## config.mk

```make
export PLATFORM = sky130hd
export DESIGN_NAME = mpip_decimator
export DESIGN_NICKNAME = d
export VERILOG_FILES = /design/src/rtl/mpip_pkg.sv /design/src/rtl/mpip_phase_ctr.sv /design/src/rtl/mpip_tile_sel.sv /design/src/rtl/mpip_wr_gen.sv /design/src/rtl/mpip_decimator.sv
export SDC_FILE = /design/constraint.sdc
export NUM_CORES = 1
export LEC_CHECK = 0
export ABC_AREA = 1
export ABC_CLOCK_PERIOD_IN_PS = 3900
export BUFFER_PORTS_ARGS = -buffer_cell sky130_fd_sc_hd__buf_4
export CORE_MARGIN = 1
export CORE_UTILIZATION = 61
export CTS_CLUSTER_DIAMETER = 60
export CTS_CLUSTER_SIZE = 8
export DETAILED_ROUTE_END_ITERATION = 8
export HOLD_SLACK_MARGIN = 0.02
export PLACE_DENSITY = 0.85
export SETUP_SLACK_MARGIN = 0.2
export SLEW_MARGIN = 0
export SYNTH_ARGS = -nofsm -noshare
export SYNTH_HDL_FRONTEND = slang
export SYNTH_SLANG_ARGS = --single-unit
```

## constraint.sdc

```tcl
create_clock -name clk -period 3.9 [get_ports clk]
set_clock_uncertainty 0.05 [all_clocks]
set_input_delay 0.195 -clock clk [delete_from_list [all_inputs] [get_ports clk]]
set_output_delay 0.195 -clock clk [all_outputs]
set_load 0.05 [all_outputs]
```

## src/rtl/mpip_pkg.sv

```systemverilog
package mpip_pkg;

  localparam int unsigned GRID      = 3;
  localparam int unsigned NUM_TILES = GRID * GRID;

  typedef logic [3:0] tile_idx_t;

  // Word offset of the top-left corner of tile t in a row-major memory
  // whose pitch is GRID tiles wide.
  function automatic int unsigned tile_origin(input int unsigned t,
                                              input int unsigned tw,
                                              input int unsigned th);
    int unsigned pitch;
    pitch = GRID * tw;
    return (t / GRID) * th * pitch + (t % GRID) * tw;
  endfunction

endpackage

```

## src/rtl/mpip_phase_ctr.sv

```systemverilog
// Modulo-3 decimation phase with a saturating output index.
module mpip_phase_ctr #(
  parameter int unsigned LIMIT = 16,
  localparam int unsigned IW   = $clog2(LIMIT + 1)
) (
  input  logic          clk,
  input  logic          rst_n,
  input  logic          clr,
  input  logic          step,
  output logic          keep,
  output logic [IW-1:0] idx
);

  logic [1:0]    phase_q, phase_d;
  logic [IW-1:0] idx_q, idx_d;

  always_comb begin
    phase_d = phase_q;
    idx_d   = idx_q;
    if (clr) begin
      phase_d = 2'd0;
      idx_d   = '0;
    end else if (step) begin
      if (phase_q == 2'd2) begin
        phase_d = 2'd0;
        if (idx_q != IW'(LIMIT)) begin
          idx_d = idx_q + 1'b1;
        end
      end else begin
        phase_d = phase_q + 2'd1;
      end
    end
  end

  always_ff @(posedge clk or negedge rst_n) begin
    if (!rst_n) begin
      phase_q <= 2'd0;
      idx_q   <= '0;
    end else if (clr || step) begin
      phase_q <= phase_d;
      idx_q   <= idx_d;
    end
  end

  assign keep = (phase_q == 2'd0) && (idx_q < IW'(LIMIT));
  assign idx  = idx_q;

endmodule

```

## src/rtl/mpip_tile_sel.sv

```systemverilog
// Latches the live tile at field start and provides its memory origin.
module mpip_tile_sel
  import mpip_pkg::*;
#(
  parameter int unsigned TILE_W = 16,
  parameter int unsigned TILE_H = 12,
  parameter int unsigned AW     = 10
) (
  input  logic          clk,
  input  logic          rst_n,
  input  logic          field_start,
  input  tile_idx_t     live_sel,
  output logic          tile_ok,
  output logic [AW-1:0] origin
);

  logic [AW-1:0] org_tab [NUM_TILES];

  for (genvar g = 0; g < NUM_TILES; g++) begin : g_org
    assign org_tab[g] = AW'(tile_origin(g, TILE_W, TILE_H));
  end

  tile_idx_t     tile_q, tile_d;
  logic [AW-1:0] origin_q, origin_d;

  always_comb begin
    tile_d   = tile_q;
    origin_d = origin_q;
    if (field_start) begin
      tile_d   = live_sel;
      origin_d = '0;
      for (int k = 0; k < NUM_TILES; k++) begin
        if (live_sel == tile_idx_t'(k)) begin
          origin_d = org_tab[k];
        end
      end
    end
  end

  always_ff @(posedge clk or negedge rst_n) begin
    if (!rst_n) begin
      tile_q   <= 4'hF;
      origin_q <= '0;
    end else if (field_start) begin
      tile_q   <= tile_d;
      origin_q <= origin_d;
    end
  end

  assign tile_ok = (tile_q < tile_idx_t'(NUM_TILES));
  assign origin  = origin_q;

endmodule

```

## src/rtl/mpip_wr_gen.sv

```systemverilog
// Builds the registered write strobe, address and data.
module mpip_wr_gen #(
  parameter int unsigned PITCH = 48,
  parameter int unsigned AW    = 10,
  parameter int unsigned CW    = 5,
  parameter int unsigned RW    = 4,
  parameter int unsigned DW    = 8
) (
  input  logic          clk,
  input  logic          rst_n,
  input  logic          accept,
  input  logic          keep_h,
  input  logic          keep_v,
  input  logic          tile_ok,
  input  logic [AW-1:0] origin,
  input  logic [RW-1:0] row,
  input  logic [CW-1:0] col,
  input  logic [DW-1:0] pix_data,
  output logic          wr_en,
  output logic [AW-1:0] wr_addr,
  output logic [DW-1:0] wr_data
);

  logic          en_q, en_d;
  logic [AW-1:0] addr_q, addr_d;
  logic [DW-1:0] data_q, data_d;
  logic          hit;

  always_comb begin
    hit    = accept && keep_h && keep_v && tile_ok;
    en_d   = hit;
    addr_d = addr_q;
    data_d = data_q;
    if (hit) begin
      addr_d = origin + AW'(row) * AW'(PITCH) + AW'(col);
      data_d = pix_data;
    end
  end

  always_ff @(posedge clk or negedge rst_n) begin
    if (!rst_n) begin
      en_q <= 1'b0;
    end else begin
      en_q <= en_d;
    end
  end

  always_ff @(posedge clk or negedge rst_n) begin
    if (!rst_n) begin
      addr_q <= '0;
      data_q <= '0;
    end else if (hit) begin
      addr_q <= addr_d;
      data_q <= data_d;
    end
  end

  assign wr_en   = en_q;
  assign wr_addr = addr_q;
  assign wr_data = data_q;

endmodule

```

## src/rtl/mpip_decimator.sv

```systemverilog
module mpip_decimator
  import mpip_pkg::*;
#(
  parameter int unsigned TILE_W = 16,
  parameter int unsigned TILE_H = 12,
  parameter int unsigned DW     = 8,
  localparam int unsigned PITCH = GRID * TILE_W,
  localparam int unsigned WORDS = PITCH * GRID * TILE_H,
  localparam int unsigned AW    = $clog2(WORDS),
  localparam int unsigned CW    = $clog2(TILE_W + 1),
  localparam int unsigned RW    = $clog2(TILE_H + 1)
) (
  input  logic          clk,
  input  logic          rst_n,
  input  logic          field_start,
  input  logic          line_start,
  input  logic          pix_valid,
  input  logic [DW-1:0] pix_data,
  input  logic [3:0]    live_sel,
  output logic          wr_en,
  output logic [AW-1:0] wr_addr,
  output logic [DW-1:0] wr_data
);

  logic          line_open_q, line_open_d;
  logic          marker;
  logic          accept;
  logic          h_clr, h_step, v_clr, v_step;
  logic          keep_h, keep_v;
  logic [CW-1:0] col;
  logic [RW-1:0] row;
  logic          tile_ok;
  logic [AW-1:0] origin;

  // Line framing: a line is open from its marker until the next field marker.
  always_comb begin
    line_open_d = line_open_q;
    if (field_start) begin
      line_open_d = 1'b0;
    end else if (line_start) begin
      line_open_d = 1'b1;
    end
  end

  always_ff @(posedge clk or negedge rst_n) begin
    if (!rst_n) begin
      line_open_q <= 1'b0;
    end else if (field_start || line_start) begin
      line_open_q <= line_open_d;
    end
  end

  assign marker = field_start || line_start;
  assign accept = pix_valid && line_open_q && !marker;
  assign h_clr  = marker;
  assign h_step = accept;
  assign v_clr  = field_start;
  assign v_step = line_start && line_open_q && !field_start;

  mpip_phase_ctr #(.LIMIT(TILE_W)) u_hctr (
    .clk   (clk),
    .rst_n (rst_n),
    .clr   (h_clr),
    .step  (h_step),
    .keep  (keep_h),
    .idx   (col)
  );

  mpip_phase_ctr #(.LIMIT(TILE_H)) u_vctr (
    .clk   (clk),
    .rst_n (rst_n),
    .clr   (v_clr),
    .step  (v_step),
    .keep  (keep_v),
    .idx   (row)
  );

  mpip_tile_sel #(
    .TILE_W (TILE_W),
    .TILE_H (TILE_H),
    .AW     (AW)
  ) u_tsel (
    .clk         (clk),
    .rst_n       (rst_n),
    .field_start (field_start),
    .live_sel    (live_sel),
    .tile_ok     (tile_ok),
    .origin      (origin)
  );

  mpip_wr_gen #(
    .PITCH (PITCH),
    .AW    (AW),
    .CW    (CW),
    .RW    (RW),
    .DW    (DW)
  ) u_wgen (
    .clk      (clk),
    .rst_n    (rst_n),
    .accept   (accept),
    .keep_h   (keep_h),
    .keep_v   (keep_v),
    .tile_ok  (tile_ok),
    .origin   (origin),
    .row      (row),
    .col      (col),
    .pix_data (pix_data),
    .wr_en    (wr_en),
    .wr_addr  (wr_addr),
    .wr_data  (wr_data)
  );

endmodule

```

==> results.md, run 1 <==
* Die ar. at 0.004165 mm²
* Hold Path Class: in2reg
* Final antenna diode count at 0
* Wirelength, routed at 4543 µm
* Post-detail-place hpwl at 3425 µm
* Power density over cell area at around 480 mW/mm²
* Final hold violations at 0
* Status: complete, no violations
* Peak supply drop at 0.2616 mV
* Met2 WL at 2200 µm
* Seq/Total Area, Yosys at 0.4426
* First-pass GRT wire length at 7914 µm
* Max-slew headroom at 0.5254
* Setup-failing EPs final at 0
* Drt pass-1 iters at 4
* Mean Syn Cell Area at 8.285 µm²
* Most used cell, CP: ha_1
* Overall power after layout at 0.001347 W
* Fmax at 379.3 MHz
* CTS max path bufs at 2
* Final setup margin at 1263 ps
* Synthesized instance count at approximately 290
* Number of global-route vias before repair at 1836
* Combinational share of power at 0.380
* Core area at 0.003716 mm²
* Max cap viols at 0
* Uppermost routed layer: met4
* CP Cell Sequence: ha_1 -> inv_1 -> fa_1 -> xor2_1 -> ha_1 -> ha_1 -> nand3b_1 -> nand2_1 -> or2_2 -> nand3_1 -> nand2_1
* Setup TNS at 0 ps
* Sequential share of power at 0.406
* Final Critical Period at 2637 ps
* Critical path's largest stage delay at 400 ps
* CTS Buf Count at 5
* Residual DRC count at 0
* Mapped Area at 0.002386 mm²
* TritonCTS clock tree: done
* Nets at 362
* Startpoint types: flip-flop
* Crit share post-route at 0.6761
* Met3 wire len at between 150 and 200 µm
* Crit. End Element: flip-flop
* Switching Share at 0.3992
* Dpl ws at approximately 1300 ps
* Vias post-DR at 1924
* Setup Buffers After CTS at 0
* Post-synthesis register bit count at 42
* Most frequent cells in the layout: 81 x nand2_1, 43 x inv_1, 38 x dfrtp_1, 36 x buf_4, 22 x o21ai_0
* CP Data Arrival Time at 2770 ps
* Hold Slack at 52.15 ps
* Leakage at roughly 1.4 nW
* Final ANT Viol Nets at 0
* Root Buffer: clkbuf_8
* Initial antenna violation count at 0
* PortBufs at 36
* Final core occ at 0.7498
* Skew-Pair Late Insertion Delay at approximately 290 ps
* RePlAce Congestion at around 0.8
* CP max FO at 5
* Clock sink total at 42
* Largest net degree at the start of global routing at 43
* Pint at roughly 0.0008 W
* Yosys warns at 0
* Critical Path RT at around 4000 ps
* Net load switching power at 0.0005377 W
* WL per Instance at 12.08 µm
* Layout cells sized above 1 at 0.1951
* Clock power share at 0.214
* IO Pins at 37
* Die width at 64.54 µm
* Wl on met1 at 2109 µm
* Slowest CP cell: fa_1
* DRT iter0 DRCs at 90
* Clk slew on worst S/H paths at 80 ps
* Unrepaired setup endpoints after global routing: false
* Initial Utilization at 0.6421
* Netlist cell types at 27
* Rows at 22
* H-tree Lvls at 2
* DR vias/cell at approximately 5
* Overall global routing resource usage at 0.2458
* Area growth, synth to finish at 16.78%
* Final global-route overflow total at 0
* Worst slew pin tran at 709.3 ps
* Slew Limit Fails at 0
* Crit path kind: reg2reg
* Most common cell after layout, fill and taps aside: nand2_1
* Height of the die at 64.54 µm
* Mapped Nets at roughly 320
-- cells in the mapped netlist --
| library cell | count | area [µm²] |
|---|---|---|
| fa_1 | 3 | 60.06 |
| nand4_1 | 7 | 43.79 |
| o21ai_0 | 22 | 110.1 |
| nor3_1 | 2 | 10.01 |
| nand3_4 | 1 | 17.52 |
| dfrtp_1 | 38 | 950.9 |
| nand3_1 | 16 | 80.08 |
| inv_1 | 43 | 161.4 |
| ha_1 | 15 | 187.7 |
| nand2_1 | 81 | 304.0 |
| o21ai_2 | 7 | 61.31 |
| o21ai_1 | 1 | 5.000 |
| or2_2 | 1 | 6.260 |
| nor3_4 | 1 | 16.27 |
| dfstp_2 | 4 | 105.1 |
| o22a_1 | 1 | 8.760 |
| nor2_1 | 19 | 71.32 |
| o211ai_1 | 1 | 7.510 |
| nand3b_1 | 1 | 7.510 |
| nand2_2 | 4 | 25.02 |
| buf_6 | 2 | 22.52 |
| clkbuf_1 | 2 | 7.510 |
| nor2_4 | 2 | 22.52 |
| o22ai_1 | 1 | 6.260 |
| buf_2 | 1 | 5.000 |
| a21oi_1 | 6 | 30.03 |
| xor2_1 | 6 | 52.55 |
-- repair_timing --
action | 4_1_cts | 5_1_grt
resized for setup | 0 | 0
endpoints found under the hold margin | 38 | 0
hold buffers | 1 | 0
-- critical path: cells and delay by family (launching register included) --
kind / cells / cell delay (ps)
xor gates and xnor gates: 1 / 180
adders and majority gates: 4 / 1260
buffers and inverters: 1 / 70
DFF: 1 / 380
and+or+nand+nor: 5 / 600
-- power groups by stage --
stage	Sequential, W	Clock (W)	Combinational [W]
floorplan	0.000739	0	0.000167
global route	0.000556	0.000308	0.000553
CTS	0.000547	0.000294	0.000515
detailed placement	0.000555	0	0.000512
global placement	0.000553	0	0.000497
finish	0.000547	0.000288	0.000512
-- cells by family after synthesis --
group           Yosys count  share of synthesized area
flops                    42                     0.4426
simple gates            135                     0.2533
xor+xnor                  6                    0.02202
fa+ha+maj                18                     0.1038
buf+inv                  48                    0.08232
compound gates           39                    0.09597
-- layer usage --
| metal | global-route usage | vias up |
|---|---|---|
| met4 | 0.06389 | 0 |
| met1 | 0.3087 | 880 |
| met5 | 0 | - |
| met2 | 0.4276 | 46 |
| met3 | 0.05458 | 4 |
| li1 | - | 994 |
-- path summary, 6_finish.rpt --
check | endpoint | slack, ps | cells past startpoint | from
worst max-delay path | u_wgen.wr_addr[9]$_DFFE_PN0P_ | 1260 | 11 | u_vctr.idx[1]$_DFFE_PN0P_
worst min-delay path | u_wgen.wr_data[4]$_DFFE_PN0P_ | 50 | 3 | pix_data[4]
worst max register to register | u_wgen.wr_addr[9]$_DFFE_PN0P_ | 1260 | 11 | u_vctr.idx[1]$_DFFE_PN0P_
worst min register to register | u_wgen.wr_addr[1]$_DFFE_PN0P_ | 440 | 2 | u_wgen.wr_addr[1]$_DFFE_PN0P_
max in group asynchronous | u_tsel.tile_q[3]$_DFFE_PN1P_ | 3070 | 2 | rst_n
min in group asynchronous | u_wgen.wr_addr[3]$_DFFE_PN0P_ | 360 | 2 | rst_n
-- through the flow --
stage	std cells	cell area, µm²
finish	376	2786
global route	376	2786
CTS	376	2786
detailed placement	367	2681
global placement	367	2681
floorplan	288	2386
-- cell type report --
type / instances / area (µm²)
fill: 295 / 929.6
clock inverter: 2 / 12.51
sequential: 42 / 1056
tap: 48 / 60.06
multi-input combinational: 198 / 1134
timing repair buffer: 37 / 280.3
clock buffer: 6 / 82.58
inverter: 43 / 161.4
-- sequential cells by signal, indices dropped and copies added, names as in the netlist --
signal and flops:
u_wgen.wr_addr 11, u_wgen.wr_data 8, u_hctr.idx 5, u_tsel.origin 4
u_tsel.tile_q 4, u_vctr.idx 4, u_hctr.phase_q 2, u_vctr.phase_q 2
line_open_q 1, u_wgen.wr_en 1
No activity file was read; power rests on OpenSTA's default activity.
==> run 2: changes to the inputs <==
--- a/config.mk
+++ b/config.mk
@@ -6,15 +6,15 @@
 export NUM_CORES = 1
 export LEC_CHECK = 0
 export ABC_AREA = 1
-export ABC_CLOCK_PERIOD_IN_PS = 3900
+export ABC_CLOCK_PERIOD_IN_PS = 2500
 export BUFFER_PORTS_ARGS = -buffer_cell sky130_fd_sc_hd__buf_4
 export CORE_MARGIN = 1
-export CORE_UTILIZATION = 61
+export CORE_UTILIZATION = 56
 export CTS_CLUSTER_DIAMETER = 60
 export CTS_CLUSTER_SIZE = 8
 export DETAILED_ROUTE_END_ITERATION = 8
 export HOLD_SLACK_MARGIN = 0.02
-export PLACE_DENSITY = 0.85
+export PLACE_DENSITY = 0.79
 export SETUP_SLACK_MARGIN = 0.2
 export SLEW_MARGIN = 0
 export SYNTH_ARGS = -nofsm -noshare
==> constraint.sdc (replaced) <==
create_clock -name clk -period 2.5 [get_ports clk]
set_clock_uncertainty 0.05 [all_clocks]
set_input_delay 0.125 -clock clk [delete_from_list [all_inputs] [get_ports clk]]
set_output_delay 0.125 -clock clk [all_outputs]
set_load 0.05 [all_outputs]
==> run 2 against run 1 <==
Compared with the run above: clock-buffer cell count decreased by 1; sequential share of layout area decreased by 2.5 points; final area increased by 7.3%; register-to-register slack got worse by 1200 ps; power increased by 58%; non-clock buffer count increased by 17; critical path depth unchanged; combinational power increased by 67%; global-route usage decreased by 0.057 points; sequential cell count unchanged.
==> results.md, run 2 (synthesis gave the netlist of run 1 again) <==
* CP Cell Sequence: ha_4 -> inv_2 -> fa_2 -> xor2_1 -> ha_1 -> ha_4 -> nand3b_1 -> nand2_1 -> or2_2 -> nand3_1 -> nand2_1
* Area of the multi-input gates at 0.001197 mm²
* First-pass GRT wire length at 8204 µm
* Number of global-route vias before repair at 1941
* Slew Limit Fails at 0
* Hold Slack at 44.58 ps
* Fill cell count at 302
* Initial Utilization at 0.5880
* Max cap viols at 0
* Peak supply drop at ~0.28 mV
* Overall power after layout at 0.002123 W
* Final global-route overflow total at 0
* Clk slew on worst S/H paths at 70 ps
* Final core occ at 0.7370
* Crit path kind: reg2reg
* Worst slew pin tran at 516.2 ps
* TritonCTS clock tree: done
* Leakage at 1.505 nW
* CTS max path bufs at 2
* Overall global routing resource usage at 0.2452
* Area growth, synth to finish at 25.33%
* Core area at 0.004058 mm²
* Final Critical Period at ~2400 ps
* Dpl ws at between 50 and 60 ps
* Status: complete, no violations
* Die width at 67.28 µm
* Critical Path RT at 2630 ps
* Final antenna diode count at 0
* H-tree Lvls at 2
* Slowest CP cell: dfrtp_2
* Max-slew headroom at 0.6536
* Most frequent cells in the layout: 79 x nand2_1, 43 x buf_4, 39 x inv_1, 37 x dfrtp_1, 21 x o21ai_0
* Layout cells sized above 1 at 0.2442
* WL per Instance at 12.21 µm
* Crit share post-route at 0.9762
* DR vias/cell at 5.162
* Largest net degree at the start of global routing at 43
* DRT iter0 DRCs at between 80 and 90
* Critical path's largest stage delay at about 420 ps
* Clock sink total at 42
* Drt pass-1 iters at 4
* Initial antenna violation count at 0
* DP Area at 0.002751 mm²
* PortBufs at 36
* Crit. End Element: flip-flop
* Final hold violations at 0
* Fmax at 409.8 MHz
* Final ANT Viol Nets at 0
* IO Pins at 37
* Hold Path Class: in2reg
* CP max FO at 5
* Startpoint types: flip-flop
* Die ar. at 0.004526 mm²
* Setup-failing EPs final at 0
* CTS Buf Count at 5
* Height of the die at 67.28 µm
* Post-route cell area at 0.002990 mm²
* CP top delay family: adder cells
* Reg area at approximately 0.0011 mm²
* Unrepaired setup endpoints after global routing: true
* Nets at 379
* Critical path buffers and inverters at 1
* Final setup margin at 59.59 ps
* Post-detail-place hpwl at about 3400 µm
* RePlAce Congestion at around 0.8
* CP Data Arrival Time at 2570 ps
* Wirelength, routed at 4810 µm
* Rows at 23
* Max FFs per register at 11
* Root Buffer: clkbuf_8
* Power density over cell area at roughly 700 mW/mm²
* Most common cell after layout, fill and taps aside: nand2_1
* Vias post-DR at 2034
* Residual DRC count at 0
* Skew-Pair Late Insertion Delay at 290 ps
-- run 2: worst paths after layout --
kind,endpoint,slack (ps),from,cells past startpoint
max reg2reg,u_wgen.wr_addr[9]$_DFFE_PN0P_,60,u_vctr.idx[1]$_DFFE_PN0P_,11
min reg2reg,u_wgen.wr_data[0]$_DFFE_PN0P_,440,u_wgen.wr_data[0]$_DFFE_PN0P_,2
max,u_wgen.wr_addr[9]$_DFFE_PN0P_,60,u_vctr.idx[1]$_DFFE_PN0P_,11
max in group asynchronous,u_vctr.idx[1]$_DFFE_PN0P_,1710,rst_n,2
min in group asynchronous,u_wgen.wr_addr[3]$_DFFE_PN0P_,300,rst_n,2
min,u_tsel.tile_q[2]$_DFFE_PN1P_,40,live_sel[2],3
-- run 2: worst reg2reg max path: stages, from the launching register on --
cell and delay (ps):
dfrtp_2 420, ha_4 160, inv_2 40, fa_2 340
xor2_1 150, ha_1 330, ha_4 270, nand3b_1 90
nand2_1 70, or2_2 280, nand3_1 100, nand2_1 50
-- run 2: per-layer routing --
layer,vias up,global-route usage,share of wire
met5,-,0,0
met4,0,0.09043,0.016
met3,9,0.05236,0.044
met2,61,0.4200,0.49
met1,943,0.3016,0.45
li1,1021,-,-
-- run 2: layout make-up --
cell class,instances,area share
multi-input cells,198,0.4004
flip-flops and latches,42,0.3536
repair buffers,54,0.1448
inverters,43,0.05397
clock buffers,5,0.02301
well taps,50,0.02092
clock inverters,2,0.003347
-- run 2: timing repair --
| action | 4_1_cts | 5_1_grt |
|---|---|---|
| hold buffers | 11 | 0 |
| setup buffers | 3 | 1 |
| cloned | 0 | 0 |
| pin swaps | 7 | 8 |
| endpoints found under the hold margin | 48 | 0 |
| gates resized for setup | 2 | 7 |
| endpoints found under the setup margin | 3 | 5 |
-- run 2: power breakdown --
part	internal [W]	leakage (nW)	switching, W
Sequential	0.000792	0.545	0.0000721
Clock	0.000187	0.0438	0.000215
Combinational	0.000295	0.917	0.000562
Total	0.00127	1.51	0.000848
-- run 2: stage by stage --
| stage | instances | setup TNS [ps] |
|---|---|---|
| finish | 394 | 0 |
| floorplan | 288 | 0 |
| detailed placement | 372 | 0 |
| CTS | 393 | 0 |
| global route | 394 | -18.23 |
| global placement | 372 | 0 |
==> run 3: changes to the inputs <==
--- a/config.mk
+++ b/config.mk
@@ -13,9 +13,11 @@
 export CTS_CLUSTER_DIAMETER = 60
 export CTS_CLUSTER_SIZE = 8
 export DETAILED_ROUTE_END_ITERATION = 8
-export HOLD_SLACK_MARGIN = 0.02
+export GPL_TIMING_DRIVEN = 0
+export HOLD_SLACK_MARGIN = 0.03
 export PLACE_DENSITY = 0.79
 export SETUP_SLACK_MARGIN = 0.2
+export SKIP_LAST_GASP = 1
 export SLEW_MARGIN = 0
 export SYNTH_ARGS = -nofsm -noshare
 export SYNTH_HDL_FRONTEND = slang
==> run 3 against run 2 <==
Compared with the run above: wire length grew 0.58%; clock-buffer cell count grew 2; clock power grew 11%; die area is the same; via count shrank 1.6%; core utilization grew 0.31 points; combinational power is essentially flat; critical endpoint unchanged.
==> results.md, run 3 (synthesis gave the netlist of run 1 again) <==
* Power density over cell area at 719.9 mW/mm²
* H-tree Lvls at 2
* Area growth, synth to finish at 25.85%
* Max FFs per register at 11
* Overall power after layout at ~0.0022 W
* First-pass GRT wire length at 7893 µm
* Reg2reg start: u_vctr.idx[1]$_DFFE_PN0P_
* Hold Path Class: in2reg
* Height of the die at 67.28 µm
* Final antenna diode count at 0
* Drt pass-1 iters at 4
* Crit path kind: reg2reg
* CP top delay family: adder cells
* RePlAce Congestion at just under 0.9
* Die width at 67.28 µm
* Crit. End Element: flip-flop
* CTS max path bufs at 2
* Initial antenna violation count at 0
* Critical Path RT at 2690 ps
* Nets at 380
* Worst slew pin tran at roughly 530 ps
* IO Pins at 37
* Final ANT Viol Nets at 0
* Clock sink total at 42
* Die ar. at 0.004526 mm²
* Worst hold start: live_sel[2]
* Hold Path End: u_tsel.tile_q[2]$_DFFE_PN1P_
* Rows at 23
* Root Buffer: clkbuf_8
* RR Endpoint: u_wgen.wr_addr[9]$_DFFE_PN0P_
* Fill cell count at 328
* CTS Buf Count at 5
* DRT iter0 DRCs at 86
* Leakage at 1.509 nW
* Fmax at 410.7 MHz
* TritonCTS clock tree: done
* Critical path's largest stage delay at 510 ps
* Skew-Pair Late Insertion Delay at 300 ps
* Slowest CP cell: fa_2
* Worst Hold Path Cells at 3
* Number of global-route vias before repair at 1879
* Status: complete, no violations
* CP Data Arrival Time at 2620 ps
* PortBufs at 36
* Crit share post-route at 0.9739
* Initial Utilization at 0.5880
* Largest net degree at the start of global routing at 43
* Critical path buffers and inverters at 3
* Startpoint types: flip-flop
* Post-detail-place hpwl at 3426 µm
* Final setup margin at 65.16 ps
* Most frequent cells in the layout: 79 x nand2_1, 40 x inv_1, 39 x buf_4, 38 x dfrtp_1, 22 x o21ai_0
* Most common cell after layout, fill and taps aside: nand2_1
* Residual DRC count at 0
* Final hold violations at 0
* Vias post-DR at 2002
* Final Critical Period at roughly 2400 ps
* Setup-failing EPs final at 0
* WL per Instance at approximately 12 µm
* Final global-route overflow total at 0
* R2R depth at 12
* DR vias/cell at 5.056
* Max-slew headroom at 0.6429
* Slew Limit Fails at 0
* R2R Setup Slk at 70 ps
* Unrepaired setup endpoints after global routing: true
* Wirelength, routed at slightly below 5000 µm
* Dpl ws at approximately 49 ps
* CP max FO at 3
* Overall global routing resource usage at 0.2364
* Max cap viols at 0
* CP Cell Sequence: ha_4 -> inv_2 -> fa_2 -> inv_1 -> ha_4 -> inv_2 -> fa_2 -> nand3b_1 -> nand2_1 -> or2_2 -> nand3_1 -> nand2_1
* Core area at 0.004058 mm²
* Peak supply drop at 0.3124 mV
* Layout cells sized above 1 at 0.2312
* Clk slew on worst S/H paths at 80 ps
-- run 3: report_power, final --
| group | total, W | internal (W) | switching [W] |
|---|---|---|---|
| registers | 0.000857 | 0.000791 | 0.0000664 |
| logic | 0.000859 | 0.000296 | 0.000563 |
| clock network | 0.000446 | 0.000223 | 0.000223 |
-- run 3: how the worst max path moves through the flow --
stage / depth (start not counted) / slack (ps) / endpoint / startpoint
finish: 12 / 70 / u_wgen.wr_addr[9]$_DFFE_PN0P_ / u_vctr.idx[1]$_DFFE_PN0P_
global route: 13 / -80 / u_wgen.wr_addr[10]$_DFFE_PN0P_ / u_vctr.idx[1]$_DFFE_PN0P_
CTS: 12 / 60 / u_wgen.wr_addr[9]$_DFFE_PN0P_ / u_vctr.idx[1]$_DFFE_PN0P_
detailed placement: 11 / 50 / u_wgen.wr_addr[9]$_DFFE_PN0P_ / u_vctr.idx[1]$_DFFE_PN0P_
global placement: 11 / 100 / u_wgen.wr_addr[9]$_DFFE_PN0P_ / u_vctr.idx[1]$_DFFE_PN0P_
floorplan: 11 / 180 / u_wgen.wr_addr[9]$_DFFE_PN0P_ / u_vctr.idx[1]$_DFFE_PN0P_
-- run 3: routing by layer --
layer / vias to the layer above / routed length, µm / track usage
met1: 906 / 2283 / 0.2998
met2: 61 / 2262 / 0.3963
met3: 11 / 206 / 0.04730
li1: 1024 / - / -
met4: 0 / 86 / 0.09043
met5: - / 0 / 0
-- run 3: cell type report --
class | instances | area (µm²) | share of cell area
multi-input combinational | 198 | 1194 | 0.3975
sequential | 42 | 1056 | 0.3517
timing repair buffer | 50 | 402.9 | 0.1342
tap | 50 | 62.56 | 0.02083
clock buffer | 7 | 86.33 | 0.02875
clock inverter | 1 | 5.005 | 0.001667
buffer | 5 | 35.03 | 0.01167
inverter | 43 | 161.4 | 0.05375
-- run 3: repair_timing --
item / in CTS / in global routing
endpoints found under the setup margin: 5 / 5
setup buffers: 2 / 1
hold endpoints to repair: 48 / 0
resized for setup: 1 / 4
pin swaps: 7 / 2
hold buffers: 11 / 0
-- run 3: stage by stage --
step / cells / area [µm²] / TNS (ps) / utilization / hold slack [ps]
after floorplan: 288 / 2431 / 0 / - / -220.6
after global placement: 374 / 2764 / 0 / 0.6812 / 87.48
after global routing: 396 / 3003 / -132.5 / 0.7401 / 51.15
final: 396 / 3003 / 0 / 0.7401 / 29.56
after CTS: 395 / 2980 / 0 / 0.7345 / 33.54
after detailed placement: 374 / 2764 / 0 / 0.6812 / 89.14
-- run 3: worst reg2reg max path: cells and delay by family, from the launching register on --
kind,cells,cell delay [ps]
adder cells (fa/ha/maj),4,1290
buffers and inverters,3,130
flip-flops,1,430
AND/OR/NAND/NOR,5,450
